### src/rtl/card_seq_pkg.sv
package card_seq_pkg;
  localparam int unsigned NBYTE  = 4;
  localparam int unsigned BW     = 8;
  localparam int unsigned DW     = NBYTE * BW;
  localparam int unsigned OFFW   = $clog2(NBYTE);
  localparam int unsigned EDW    = 2 * BW;

  // index 0 is the lowest address and the most significant byte
  typedef logic [0:NBYTE-1][BW-1:0] byte_vec_t;

  typedef enum logic [1:0] {SZ_BYTE, SZ_HALF, SZ_TRIPLE, SZ_WORD} size_e;
  typedef enum logic {ST_IDLE, ST_RUN} state_e;
endpackage

### src/rtl/csz_decode.sv
module csz_decode
  import card_seq_pkg::*;
(
  input  logic [1:0]      size_i,
  input  logic [OFFW-1:0] offset_i,
  input  logic [DW-1:0]   wdata_i,
  output logic [NBYTE-1:0] mask_o,
  output logic            err_o,
  output logic [OFFW-1:0] shift_o,
  output byte_vec_t       aligned_o
);
  localparam int unsigned CW = OFFW + 1;

  logic [CW-1:0] cnt, span_end, pad;

  assign cnt      = CW'(size_i) + CW'(1);
  assign span_end = CW'(offset_i) + cnt;
  assign err_o    = span_end > CW'(NBYTE);
  assign pad      = CW'(NBYTE) - span_end;
  assign shift_o  = pad[OFFW-1:0];
  assign aligned_o = byte_vec_t'(wdata_i << {shift_o, 3'b000});

  for (genvar a = 0; a < NBYTE; a++) begin : g_mask
    assign mask_o[a] = (CW'(a) >= CW'(offset_i)) && (CW'(a) < span_end);
  end
endmodule

### src/rtl/csz_lanes.sv
module csz_lanes
  import card_seq_pkg::*;
(
  input  logic [NBYTE-1:0] pend_i,
  input  logic             port8_i,
  input  logic             write_i,
  input  byte_vec_t        buf_i,
  output logic [OFFW-1:0]  addr_o,
  output logic [NBYTE-1:0] act_o,
  output logic             cs_hi_no,
  output logic             cs_lo_no,
  output logic [EDW-1:0]   wdata_o
);
  logic [OFFW-1:0] first;
  logic [OFFW-1:0] even_a, odd_a;
  logic            half;

  always_comb begin
    first = '0;
    for (int i = NBYTE - 1; i >= 0; i--) begin
      if (pend_i[i]) first = OFFW'(i);
    end
  end

  assign half   = first[1];
  assign even_a = {half, 1'b0};
  assign odd_a  = {half, 1'b1};

  always_comb begin
    if (port8_i) begin
      act_o    = NBYTE'(1) << first;
      addr_o   = first;
      cs_hi_no = 1'b1;
      cs_lo_no = 1'b0;
      wdata_o  = {{BW{1'b0}}, write_i ? buf_i[first] : {BW{1'b0}}};
    end else begin
      act_o    = pend_i & (half ? 4'b1100 : 4'b0011);
      addr_o   = even_a;
      cs_hi_no = !act_o[even_a];
      cs_lo_no = !act_o[odd_a];
      wdata_o[EDW-1:BW] = (write_i && act_o[even_a]) ? buf_i[even_a] : '0;
      wdata_o[BW-1:0]   = (write_i && act_o[odd_a])  ? buf_i[odd_a]  : '0;
    end
  end
endmodule

### src/rtl/csz_ctrl.sv
module csz_ctrl
  import card_seq_pkg::*;
(
  input  logic             clk_i,
  input  logic             rst_ni,
  input  logic             take_i,
  input  logic             write_i,
  input  logic             port8_i,
  input  logic             dec_err_i,
  input  logic [NBYTE-1:0] dec_mask_i,
  input  logic [OFFW-1:0]  dec_shift_i,
  input  byte_vec_t        dec_aligned_i,
  input  logic             ack_i,
  input  logic [NBYTE-1:0] act_i,
  input  logic [EDW-1:0]   ext_rdata_i,
  output logic             run_o,
  output logic             write_o,
  output logic             port8_o,
  output logic [NBYTE-1:0] pend_o,
  output byte_vec_t        buf_o,
  output logic             done_o,
  output logic             err_o,
  output logic [DW-1:0]    rdata_o
);
  state_e          state_q;
  logic [NBYTE-1:0] pend_q, pend_nxt;
  byte_vec_t       buf_q, buf_nxt;
  logic [OFFW-1:0] shift_q;
  logic            write_q, port8_q;

  assign pend_nxt = pend_q & ~act_i;

  always_comb begin
    buf_nxt = buf_q;
    for (int a = 0; a < NBYTE; a++) begin
      if (ack_i && act_i[a] && !write_q) begin
        if (port8_q || (a % 2) == 1) buf_nxt[a] = ext_rdata_i[BW-1:0];
        else                         buf_nxt[a] = ext_rdata_i[EDW-1:BW];
      end
    end
  end

  always_ff @(posedge clk_i or negedge rst_ni) begin
    if (!rst_ni) begin
      state_q <= ST_IDLE;
      pend_q  <= '0;
      buf_q   <= '0;
      shift_q <= '0;
      write_q <= 1'b0;
      port8_q <= 1'b0;
      done_o  <= 1'b0;
      err_o   <= 1'b0;
      rdata_o <= '0;
    end else begin
      done_o <= 1'b0;
      err_o  <= 1'b0;
      unique case (state_q)
        ST_IDLE: begin
          if (take_i) begin
            if (dec_err_i) begin
              err_o <= 1'b1;
            end else begin
              state_q <= ST_RUN;
              pend_q  <= dec_mask_i;
              buf_q   <= write_i ? dec_aligned_i : '0;
              shift_q <= dec_shift_i;
              write_q <= write_i;
              port8_q <= port8_i;
            end
          end
        end
        ST_RUN: begin
          if (ack_i) begin
            pend_q <= pend_nxt;
            buf_q  <= buf_nxt;
            if (pend_nxt == '0) begin
              state_q <= ST_IDLE;
              done_o  <= 1'b1;
              rdata_o <= write_q ? '0 : (DW'(buf_nxt) >> {shift_q, 3'b000});
            end
          end
        end
        default: state_q <= ST_IDLE;
      endcase
    end
  end

  assign run_o   = (state_q == ST_RUN);
  assign write_o = write_q;
  assign port8_o = port8_q;
  assign pend_o  = pend_q;
  assign buf_o   = buf_q;
endmodule

### src/rtl/card_size_seq.sv
module card_size_seq
  import card_seq_pkg::*;
(
  input  logic        clk_i,
  input  logic        rst_ni,
  input  logic        req_valid_i,
  output logic        req_ready_o,
  input  logic        req_write_i,
  input  logic [1:0]  req_size_i,
  input  logic [1:0]  req_offset_i,
  input  logic [31:0] req_wdata_i,
  input  logic        port8_i,
  output logic        done_o,
  output logic        err_o,
  output logic [31:0] rdata_o,
  output logic        ext_req_o,
  input  logic        ext_ack_i,
  output logic        ext_we_o,
  output logic [1:0]  ext_addr_o,
  output logic        ext_cs_hi_no,
  output logic        ext_cs_lo_no,
  output logic [15:0] ext_wdata_o,
  input  logic [15:0] ext_rdata_i
);
  logic [NBYTE-1:0] dec_mask, pend, act;
  logic             dec_err, run, write_q, port8_q;
  logic [OFFW-1:0]  dec_shift, lane_addr;
  byte_vec_t        dec_aligned, buf_q;
  logic             lane_hi_n, lane_lo_n;
  logic [EDW-1:0]   lane_wdata;

  csz_decode i_decode (
    .size_i   (req_size_i),
    .offset_i (req_offset_i),
    .wdata_i  (req_wdata_i),
    .mask_o   (dec_mask),
    .err_o    (dec_err),
    .shift_o  (dec_shift),
    .aligned_o(dec_aligned)
  );

  csz_ctrl i_ctrl (
    .clk_i        (clk_i),
    .rst_ni       (rst_ni),
    .take_i       (req_valid_i && req_ready_o),
    .write_i      (req_write_i),
    .port8_i      (port8_i),
    .dec_err_i    (dec_err),
    .dec_mask_i   (dec_mask),
    .dec_shift_i  (dec_shift),
    .dec_aligned_i(dec_aligned),
    .ack_i        (ext_ack_i && run),
    .act_i        (act),
    .ext_rdata_i  (ext_rdata_i),
    .run_o        (run),
    .write_o      (write_q),
    .port8_o      (port8_q),
    .pend_o       (pend),
    .buf_o        (buf_q),
    .done_o       (done_o),
    .err_o        (err_o),
    .rdata_o      (rdata_o)
  );

  csz_lanes i_lanes (
    .pend_i  (pend),
    .port8_i (port8_q),
    .write_i (write_q),
    .buf_i   (buf_q),
    .addr_o  (lane_addr),
    .act_o   (act),
    .cs_hi_no(lane_hi_n),
    .cs_lo_no(lane_lo_n),
    .wdata_o (lane_wdata)
  );

  assign req_ready_o  = !run;
  assign ext_req_o    = run;
  assign ext_we_o     = run && write_q;
  assign ext_addr_o   = run ? lane_addr : '0;
  assign ext_cs_hi_no = run ? lane_hi_n : 1'b1;
  assign ext_cs_lo_no = run ? lane_lo_n : 1'b1;
  assign ext_wdata_o  = run ? lane_wdata : '0;
endmodule

### config.mk
export PLATFORM = sky130hd
export DESIGN_NAME = card_size_seq
export DESIGN_NICKNAME = d
export VERILOG_FILES = /design/src/rtl/card_seq_pkg.sv /design/src/rtl/csz_decode.sv /design/src/rtl/csz_lanes.sv /design/src/rtl/csz_ctrl.sv /design/src/rtl/card_size_seq.sv
export SDC_FILE = /design/constraint.sdc
export NUM_CORES = 1
export LEC_CHECK = 0
export CORE_UTILIZATION = 52
export CTS_CLUSTER_DIAMETER = 30
export DETAILED_ROUTE_END_ITERATION = 8
export PLACE_DENSITY = 0.82
export SLEW_MARGIN = 20
export SYNTH_ARGS = -nofsm -noshare
export SYNTH_HDL_FRONTEND = slang
export SYNTH_SLANG_ARGS = --single-unit
export TNS_END_PERCENT = 50
### constraint.sdc
create_clock -name clk_i -period 2.3 [get_ports clk_i]
set_input_delay 0.46 -clock clk_i [delete_from_list [all_inputs] [get_ports clk_i]]
set_output_delay 0.46 -clock clk_i [all_outputs]
set_load 0.01 [all_outputs]
==> results of run 1 <==
## what timing repair did
| action | in CTS | in global routing |
|---|---|---|
| gates resized for setup | 93 | 84 |
| cloned | 2 | 2 |
| endpoints found under the setup margin | 49 | 82 |
| buffers inserted | 15 | 13 |
| pin swaps | 10 | 18 |
## state kept, by name, indices dropped and copies added (netlist names)
signal / count
i_ctrl.pend_o: 4
i_ctrl.rdata_o: 32
i_ctrl.done_o: 1
i_ctrl.port8_o: 1
i_ctrl.err_o: 1
i_ctrl.run_o: 1
i_ctrl.shift_q: 2
i_ctrl.write_o: 1
i_ctrl.buf_o: 32
## power by group through the flow
stage,Clock (uW),Sequential [uW],Combinational (uW)
after floorplan,0,2340,3170
after global placement,0,2480,5890
after detailed placement,0,2500,6010
after CTS,1190,2470,6610
after global routing,1250,2680,8010
final,1180,2640,7670
## final timing paths
kind / end / depth (start not counted)
max: ext_wdata_o[2] / 8
min: i_ctrl.err_o / 2
max reg2reg: i_ctrl.rdata_o[4] / 9
min reg2reg: i_ctrl.rdata_o[6] / 2
max in group asynchronous: i_ctrl.rdata_o[14] / 2
min in group clk_i: i_ctrl.rdata_o[6] / 2
## metrics by stage
step / setup slack [ns] / cells / cell area, um^2 / total power [uW]
2_1_floorplan: 0.004578 / 528 / 5145 / 5516
3_3_place_gp: -0.4501 / 830 / 7149 / 8369
3_5_place_dp: -0.5051 / 830 / 7149 / 8508
4_1_cts: -0.1584 / 862 / 7625 / 10270
5_1_grt: -0.3241 / 876 / 8041 / 11940
6_report: -0.2400 / 876 / 8041 / 11490
## routing by layer
metal	vias to the layer above	wire length [um]	part of all wire [%]
met4	2	1503	6.8
met2	471	10440	47
met3	148	2389	11
li1	2436	-	-
met1	2842	7913	36
met5	-	12	0.054
## Yosys cell counts, types with 7 or more instances
| library cell | instances |
|---|---|
| a21oi_1 | 29 |
| a22o_1 | 12 |
| a22oi_1 | 16 |
| buf_2 | 13 |
| clkbuf_1 | 24 |
| dfrtp_1 | 75 |
| inv_1 | 7 |
| mux2_2 | 22 |
| mux2i_1 | 56 |
| mux4_2 | 16 |
| nand2_1 | 76 |
| nand3_1 | 16 |
| nor2_1 | 9 |
| o211ai_1 | 17 |
| o21a_1 | 18 |
| o21ai_0 | 20 |
| o21ai_1 | 16 |
| o221ai_1 | 12 |
| o22a_1 | 7 |
| o2bb2ai_1 | 16 |
## worst max-delay path: stages (launching register included)
cell and delay, ns:
dfrtp_2 0.48, buf_6 0.15, o21a_4 0.21, buf_6 0.14, buf_4 0.14, mux2i_1 0.15
a21oi_1 0.08, o22a_1 0.23, buf_2 0.16
## cell type report
class | instances | share of cell area, %
multi-input cells | 402 | 42.07
repair buffers | 247 | 29.36
flip-flops and latches | 75 | 23.40
well taps | 129 | 2.007
clock buffers | 10 | 1.712
clock inverters | 5 | 1.074
inverters | 8 | 0.3734
## logic make-up (layout without fill, tap and decap cells)
| family | Yosys count | count (layout) | synth area share (%) |
|---|---|---|---|
| AOI/OAI and AO/OA | 177 | 177 | 24.03 |
| and+or+nand+nor | 127 | 127 | 11.49 |
| muxes | 94 | 94 | 22.74 |
| DFF | 75 | 75 | 36.51 |
| buffers and inverters | 51 | 270 | 4.187 |
| adders and majority gates | 3 | 3 | 0.8763 |
| xor gates and xnor gates | 1 | 1 | 0.1704 |
==> out/qor.yml, run 1 <==
outcome: "finished with violations"
violations: "setup timing"
layout_min_cycle_time_ns: 2.540
final_common_cell: "buf_4"
ctsHoldBuffers: 0
ir_worst_vdd_mv: 0.8413
rows: 35
antenna_found_initial: 1
worstSetupEndpointType: "primary output"
synth-edff-count: 0
async_flop_share_pct: 100.0
clk_pin_slew_ns: 0.08
max_cap_violations: 0
grt_use_met1_pct: 48.13
worstSetupStartpoint: "i_ctrl.pend_o[1]"
dieWidth_um: 101.4
layout-drive-gt1-share_pct: 36.28
yosysSeqAreaShare_pct: 36.51
synth.distinct_cells: 45
grt_busiest_layer: "met2"
grt_max_degree: 76
worst_slew_pin_slew_ns: 0.8636
clock_path_buffers: 2
die_height_um: 101.4
pin_count: 115
syn_nets: 589
p_sw_uw: 5070
cp-start-kind: "flop"
clock-sinks: 75
num_vias: 5899
num_antenna_cells: 0
worstPathRequired_ns: 1.84
fin_nets: 804
ys_top_cells_by_area: "dfrtp_1, mux2i_1, mux4_2"
io_buffer_count: 114
clock-skew-final_ns: 0.01015
maxSlewViolCount: 0
final_util_pct: 85.41
fmax_mhz: 393.7
synth_warnings: 0
maxSlewHeadroom_pct: 42.04
cts_root_buf: "clkbuf_8"
wl_per_cell_um: 25.41
pwr-share-clk_pct: 10.3
criticalPathCategory: "flop to primary output"
crit_fanout: 5
power_switching_share_pct: 44.11
track_usage_pct: 41.09
die_area_mm2: 0.01029
core_mm2: 0.009415
overflow: 0
ant_nets: 0
timing.final.ws_setup_ns: -0.2400
area_growth_pct: 56.45
holdWs_ns: 0.1079
fill_cells: 492
p_per_area_mw_per_mm2: 1429
synth_top_cell_by_area: "dfrtp_1"
p_int_uw: 6424
tritoncts: "done"
use_met3_pct: 10.97
synthCells: 528
reg2reg_slack_ns: -0.16
regArea_mm2: 0.001882
leakagePower_uw: 0.003547
combPwrFrac_pct: 66.7
hpwl_um: 13920
cts_inserted_buffers: 9
setup_tns_ns: -2.896
use_met2_pct: 67.40
synth_area_mm2: 0.005140
crit_arrival_ns: 2.08
multiInputGateArea_mm2: 0.003383
final_cell_mix: "buf_4, clkdlybuf4s50_1, nand2_1, dfrtp_1, mux2i_1"
grt_pass1_vias: 5811
hold_viol_final: 0
routed_wl_um: 22260
finalCritPeriodShare_pct: 110.4
worstReg2RegStart: "i_ctrl.pend_o[2]"
synth-seq-cells: 75
viasPerCell: 6.734
insertion_delay_ns: 0.36
seq_power_share_pct: 23.0
drc_errors: 0
drt_iter0_markers: 622
setup_viol: 27
avgSynthCellArea_um2: 9.735
synthFlopType: "dfrtp_1"
rsz0062_at_grt: "true"
start_util_pct: 54.59
synth_top_cell_area_share_pct: 36.51
place_congestion: 0.9930
hold_path_class: "primary input to asynchronous set/reset pin"
dr.pass1.iters: 5
grt_pass1_wl_um: 31060
h-tree-depth: 3
(Power assumes the default switching activity.)
==> run 2: changes to the inputs <==
- CORE_UTILIZATION: 52 -> 30
- CTS_CLUSTER_SIZE: not set -> 12
- PLACE_DENSITY: 0.82 -> not set
==> run 2 against run 1 <==
Compared with the run above:
- the run still ends with setup timing left
- maximum frequency grew 2.3%
- sequential cell count unchanged
- clock-buffer cell count down 1
- critical path type unchanged
- wire length down 8.3%
- worst setup slack better by 0.057 ns
==> out/qor.yml, run 2 (synthesized netlist as in run 1, its figures left out) <==
outcome: "finished with violations"
violations: "setup timing"
leakagePower_uw: 0.003543
crit_fanout: 5
wl_per_cell_um: 21.25
final_common_cell: "clkdlybuf4s50_1"
area_growth_pct: 61.42
fmax_mhz: 402.8
maxSlewHeadroom_pct: 43.49
reg2reg_slack_ns: -0.12
clock-sinks: 75
cp_slowest_cell: "dfrtp_1"
preCtsSetupSlack_ns: -0.6155
hpwl_um: 14870
die_height_um: 132.9
worstSetupEndpointType: "primary output"
clock-skew-final_ns: 0.008566
max_cap_violations: 0
setup_viol: 24
grt_pass1_vias: 5479
final_cell_mix: "clkdlybuf4s50_1, buf_4, dfrtp_1"
ant_nets: 0
p_per_area_mw_per_mm2: 1419
hold_viol_final: 0
num_vias: 5308
hold_path_class: "primary input to asynchronous set/reset pin"
cts_root_buf: "clkbuf_16"
slowest_delay_ns: 0.40
viasPerCell: 5.529
clk_pin_slew_ns: 0.06
rr_worst_depth: 9
rows: 47
drt_iter0_markers: 333
start_util_pct: 30.88
fin_nets: 796
io_buffer_count: 114
pin_count: 115
final_util_pct: 49.85
grt_pass1_wl_um: 31280
drc_errors: 0
antenna_found_initial: 0
ir_worst_vdd_mv: 0.5481
routed_wl_um: 20400
postPlaceCellArea_mm2: 0.007258
crit_path_frequent_cell: "buf_6"
dieWidth_um: 132.9
maxSlewViolCount: 0
timing.final.ws_setup_ns: -0.1828
tritoncts: "done"
layout-drive-gt1-share_pct: 37.16
cp-start-kind: "flop"
worst_slew_pin_slew_ns: 0.8476
worstPathRequired_ns: 1.84
h-tree-depth: 3
track_usage_pct: 23.50
num_antenna_cells: 0
worstReg2RegStart: "i_ctrl.pend_o[3]"
finalCritPeriodShare_pct: 107.9
place_congestion: 0.8644
path_cells: "buf_6, buf_6, o21ai_4, buf_12, buf_6, nand2_2, a21oi_2, o22a_1, buf_2"
layout_min_cycle_time_ns: 2.483
core_mm2: 0.01664
grt_max_degree: 76
crit_arrival_ns: 2.02
clock_path_buffers: 2
dr.pass1.iters: 5
r2r-end: "i_ctrl.rdata_o[3]"
cts_inserted_buffers: 9
stdcell_area_mm2: 0.008297
insertion_delay_ns: 0.35
fill_cells: 1501
criticalPathCategory: "flop to primary output"
overflow: 0
rsz0062_at_grt: "true"
die_area_mm2: 0.01766
run 2: cell types whose count changed in the layout (fill, tap and decap cells not counted), moves of 5 or more:
| cell | previous run | this run |
|---|---|---|
| clkbuf_16 | 2 | 10 |
| a21oi_1 | 20 | 15 |
| buf_6 | 17 | 31 |
| nand2_1 | 71 | 65 |
| buf_4 | 100 | 80 |
| clkbuf_8 | 10 | 0 |
run 2: worst max-delay path by stage:
stage	startpoint	endpoint	slack, ns
after floorplan	req_size_i[0]	i_ctrl.buf_o[1]	0.005
after global placement	req_offset_i[0]	i_ctrl.buf_o[1]	-0.47
after detailed placement	req_offset_i[0]	i_ctrl.buf_o[2]	-0.62
after CTS	i_ctrl.pend_o[3]	ext_wdata_o[5]	-0.20
after global routing	i_ctrl.pend_o[3]	ext_wdata_o[0]	-0.26
final	i_ctrl.pend_o[3]	ext_wdata_o[1]	-0.18
run 2: area by class of cell:
| type | instances | area [um^2] | share of cell area (%) |
|---|---|---|---|
| clock buffers | 9 | 225.2 | 2.715 |
| clock inverters | 7 | 91.34 | 1.101 |
| inverters | 8 | 30.03 | 0.3619 |
| multi-input cells | 402 | 3453 | 41.62 |
| flip-flops and latches | 75 | 1882 | 22.68 |
| well taps | 220 | 275.3 | 3.318 |
| repair buffers | 239 | 2340 | 28.20 |
run 2: what timing repair did:
action | 4_1_cts | 5_1_grt
cloned | 4 | 1
pin swaps | 20 | 35
hold buffers | 0 | 0
endpoints found under the setup margin | 48 | 55
gates resized for setup | 122 | 89
setup buffers | 15 | 11
run 2: routing by layer:
metal | track usage, % | wire, um | vias to the layer above | part of all wire (%)
met5 | 0 | 0 | - | 0
met4 | 9.834 | 624 | 0 | 3.1
met3 | 4.598 | 1072 | 42 | 5.3
met2 | 39.21 | 10140 | 195 | 50
met1 | 29.56 | 8566 | 2652 | 42
li1 | - | - | 2419 | -
run 2: power by group:
part           total [uW]  switching [uW]  internal, uW
sequential           2660             785          1880
combinational        7570            3520          4050
clock                1540             595           948
run 2: critical path, delay by kind of cell, from the launching register on:
kind | cells | cell delay, ns
buffers and inverters | 5 | 0.64
AO/OA/AOI/OAI | 3 | 0.57
flip-flops | 1 | 0.40
AND/OR/NAND/NOR | 1 | 0.05
run 2: metrics by stage:
step / hold slack, ns / power [uW] / std cells / setup TNS [ns]
6_report: 0.1377 / 11780 / 960 / -2.420
5_1_grt: 0.1712 / 12440 / 960 / -4.701
4_1_cts: 0.1548 / 10980 / 952 / -2.583
3_5_place_dp: 0.4839 / 8598 / 917 / -21.55
3_3_place_gp: 0.4769 / 8500 / 917 / -18.53
2_1_floorplan: 0.1644 / 5516 / 528 / 0
==> run 3: changes to the inputs <==
- CAP_MARGIN: not set -> 10
- CORE_UTILIZATION: 30 -> 35
==> run 3 against run 2 <==
Compared with the run above:
- the run still ends with setup timing left
- sequential cell count stayed put
- clock-buffer cell count grew 1
- clock skew down 0.0035 ns
- critical endpoint is now ext_wdata_o[3]
- largest power group unchanged
- highest routed layer unchanged
==> out/qor.yml, run 3 (synthesized netlist as in run 1, its figures left out) <==
outcome: "finished with violations"
violations: "setup timing"
rsz0062_at_grt: "true"
combPwrFrac_pct: 62.9
holdWs_ns: 0.1384
h-tree-depth: 3
grt_pass1_vias: 5455
area_growth_pct: 54.77
io_buffer_count: 114
worstReg2RegStart: "i_ctrl.pend_o[2]"
worst_slew_pin_slew_ns: 0.6994
timing.final.ws_setup_ns: -0.1079
fill_cells: 1251
postPlaceCellArea_mm2: 0.007281
leakagePower_uw: 0.003534
drc_errors: 0
pin_count: 115
clk_pin_slew_ns: 0.06
layout_min_cycle_time_ns: 2.408
p_sw_uw: 4517
finalCritPeriodShare_pct: 104.7
num_vias: 5400
cts_root_buf: "clkbuf_16"
dieWidth_um: 123.2
drt_iter0_markers: 414
rows: 43
preCtsSetupSlack_ns: -0.5885
clock-sinks: 75
ir_worst_vdd_mv: 0.4957
worstSetupStartpoint: "i_ctrl.pend_o[2]"
clock-skew-final_ns: 0.005045
cts_inserted_buffers: 9
grt_pass1_wl_um: 29880
hold_path_class: "primary input to asynchronous set/reset pin"
hold_viol_final: 0
clock_path_buffers: 2
pwr-share-clk_pct: 13.2
cp-start-kind: "flop"
fmax_mhz: 415.3
reg2reg_slack_ns: -0.05
crit_arrival_ns: 1.95
power_switching_share_pct: 41.85
antenna_found_initial: 0
multiInputGateArea_mm2: 0.003248
track_usage_pct: 26.61
worstSetupEndpointType: "primary output"
regArea_mm2: 0.001881
fin_nets: 806
layout-drive-gt1-share_pct: 34.53
dr.pass1.iters: 5
crit_path_end: "ext_wdata_o[3]"
routed_wl_um: 19530
place_congestion: 0.9217
maxSlewHeadroom_pct: 53.06
seq_power_share_pct: 23.9
die_area_mm2: 0.01517
insertion_delay_ns: 0.34
start_util_pct: 36.46
viasPerCell: 5.806
num_antenna_cells: 0
maxSlewViolCount: 0
criticalPathCategory: "flop to primary output"
final_cell_mix: "buf_4, clkdlybuf4s50_1, dfrtp_1"
setup_tns_ns: -0.9506
overflow: 0
stdcell_area_mm2: 0.007955
crit_fanout: 5
max_cap_violations: 0
p_per_area_mw_per_mm2: 1357
p_total_uw: 10790
hpwl_um: 14410
core_mm2: 0.01410
tritoncts: "done"
rr_worst_depth: 9
grt_max_degree: 76
setup_viol: 19
worstPathRequired_ns: 1.84
final_common_cell: "buf_4"
r2r-end: "i_ctrl.rdata_o[1]"
p_int_uw: 6276
wl_per_cell_um: 21.00
die_height_um: 123.2
ant_nets: 0
==> run 3: worst max-delay path, cell delays in order (launching register included) <==
cell and delay, ns:
dfrtp_2 0.43, nor2b_1 0.15, o21a_4 0.17, buf_12 0.13, mux2i_2 0.24, a21oi_2 0.07
o22a_1 0.25, buf_2 0.15
==> run 3: repair_timing <==
item                       4_1_cts  5_1_grt
gates cloned                     2        2
buffers inserted                12        6
setup endpoints to repair       53       73
pin swaps                       26       20
hold buffers                     0        0
resized for setup              113       28
==> run 3: metal layers <==
layer | global-route usage, % | wire length, um
met1 | 34.48 | 8374
met2 | 43.85 | 9342
met3 | 4.151 | 1126
met4 | 11.52 | 690
met5 | 0 | 0
==> run 3: metrics by stage <==
stage,utilization [%],cells
after floorplan,-,528
after global placement,51.65,895
after detailed placement,51.65,895
after CTS,55.33,925
after global routing,56.44,930
final,56.44,930
==> run 3: power by group through the flow <==
| stage | clock [uW] | sequential (uW) | combinational (uW) |
|---|---|---|---|
| finish | 1420 | 2580 | 6790 |
| global route | 1500 | 2640 | 7260 |
| CTS | 1440 | 2550 | 6570 |
| detailed placement | 0 | 2570 | 6060 |
| global placement | 0 | 2550 | 5990 |
| floorplan | 0 | 2340 | 3170 |
==> run 3: how the worst min path moves through the flow <==
stage                                    end  slack (ns)  depth (start not counted)
after floorplan              i_ctrl.buf_o[0]        0.16                          0
after global placement    i_ctrl.rdata_o[29]        0.48                          2
after detailed placement  i_ctrl.rdata_o[27]        0.48                          2
after CTS                 i_ctrl.rdata_o[23]        0.17                          2
after global routing      i_ctrl.rdata_o[23]        0.18                          2
final                     i_ctrl.rdata_o[18]        0.14                          2
==> run 3: layout make-up <==
cell class              instances  share of cell area [%]
repair buffers                249                   28.61
flip-flops and latches         75                   23.64
clock buffers                  10                   2.878
clock inverters                 6                  0.8336
inverters                       8                  0.3775
multi-input cells             402                   40.83
well taps                     180                   2.831
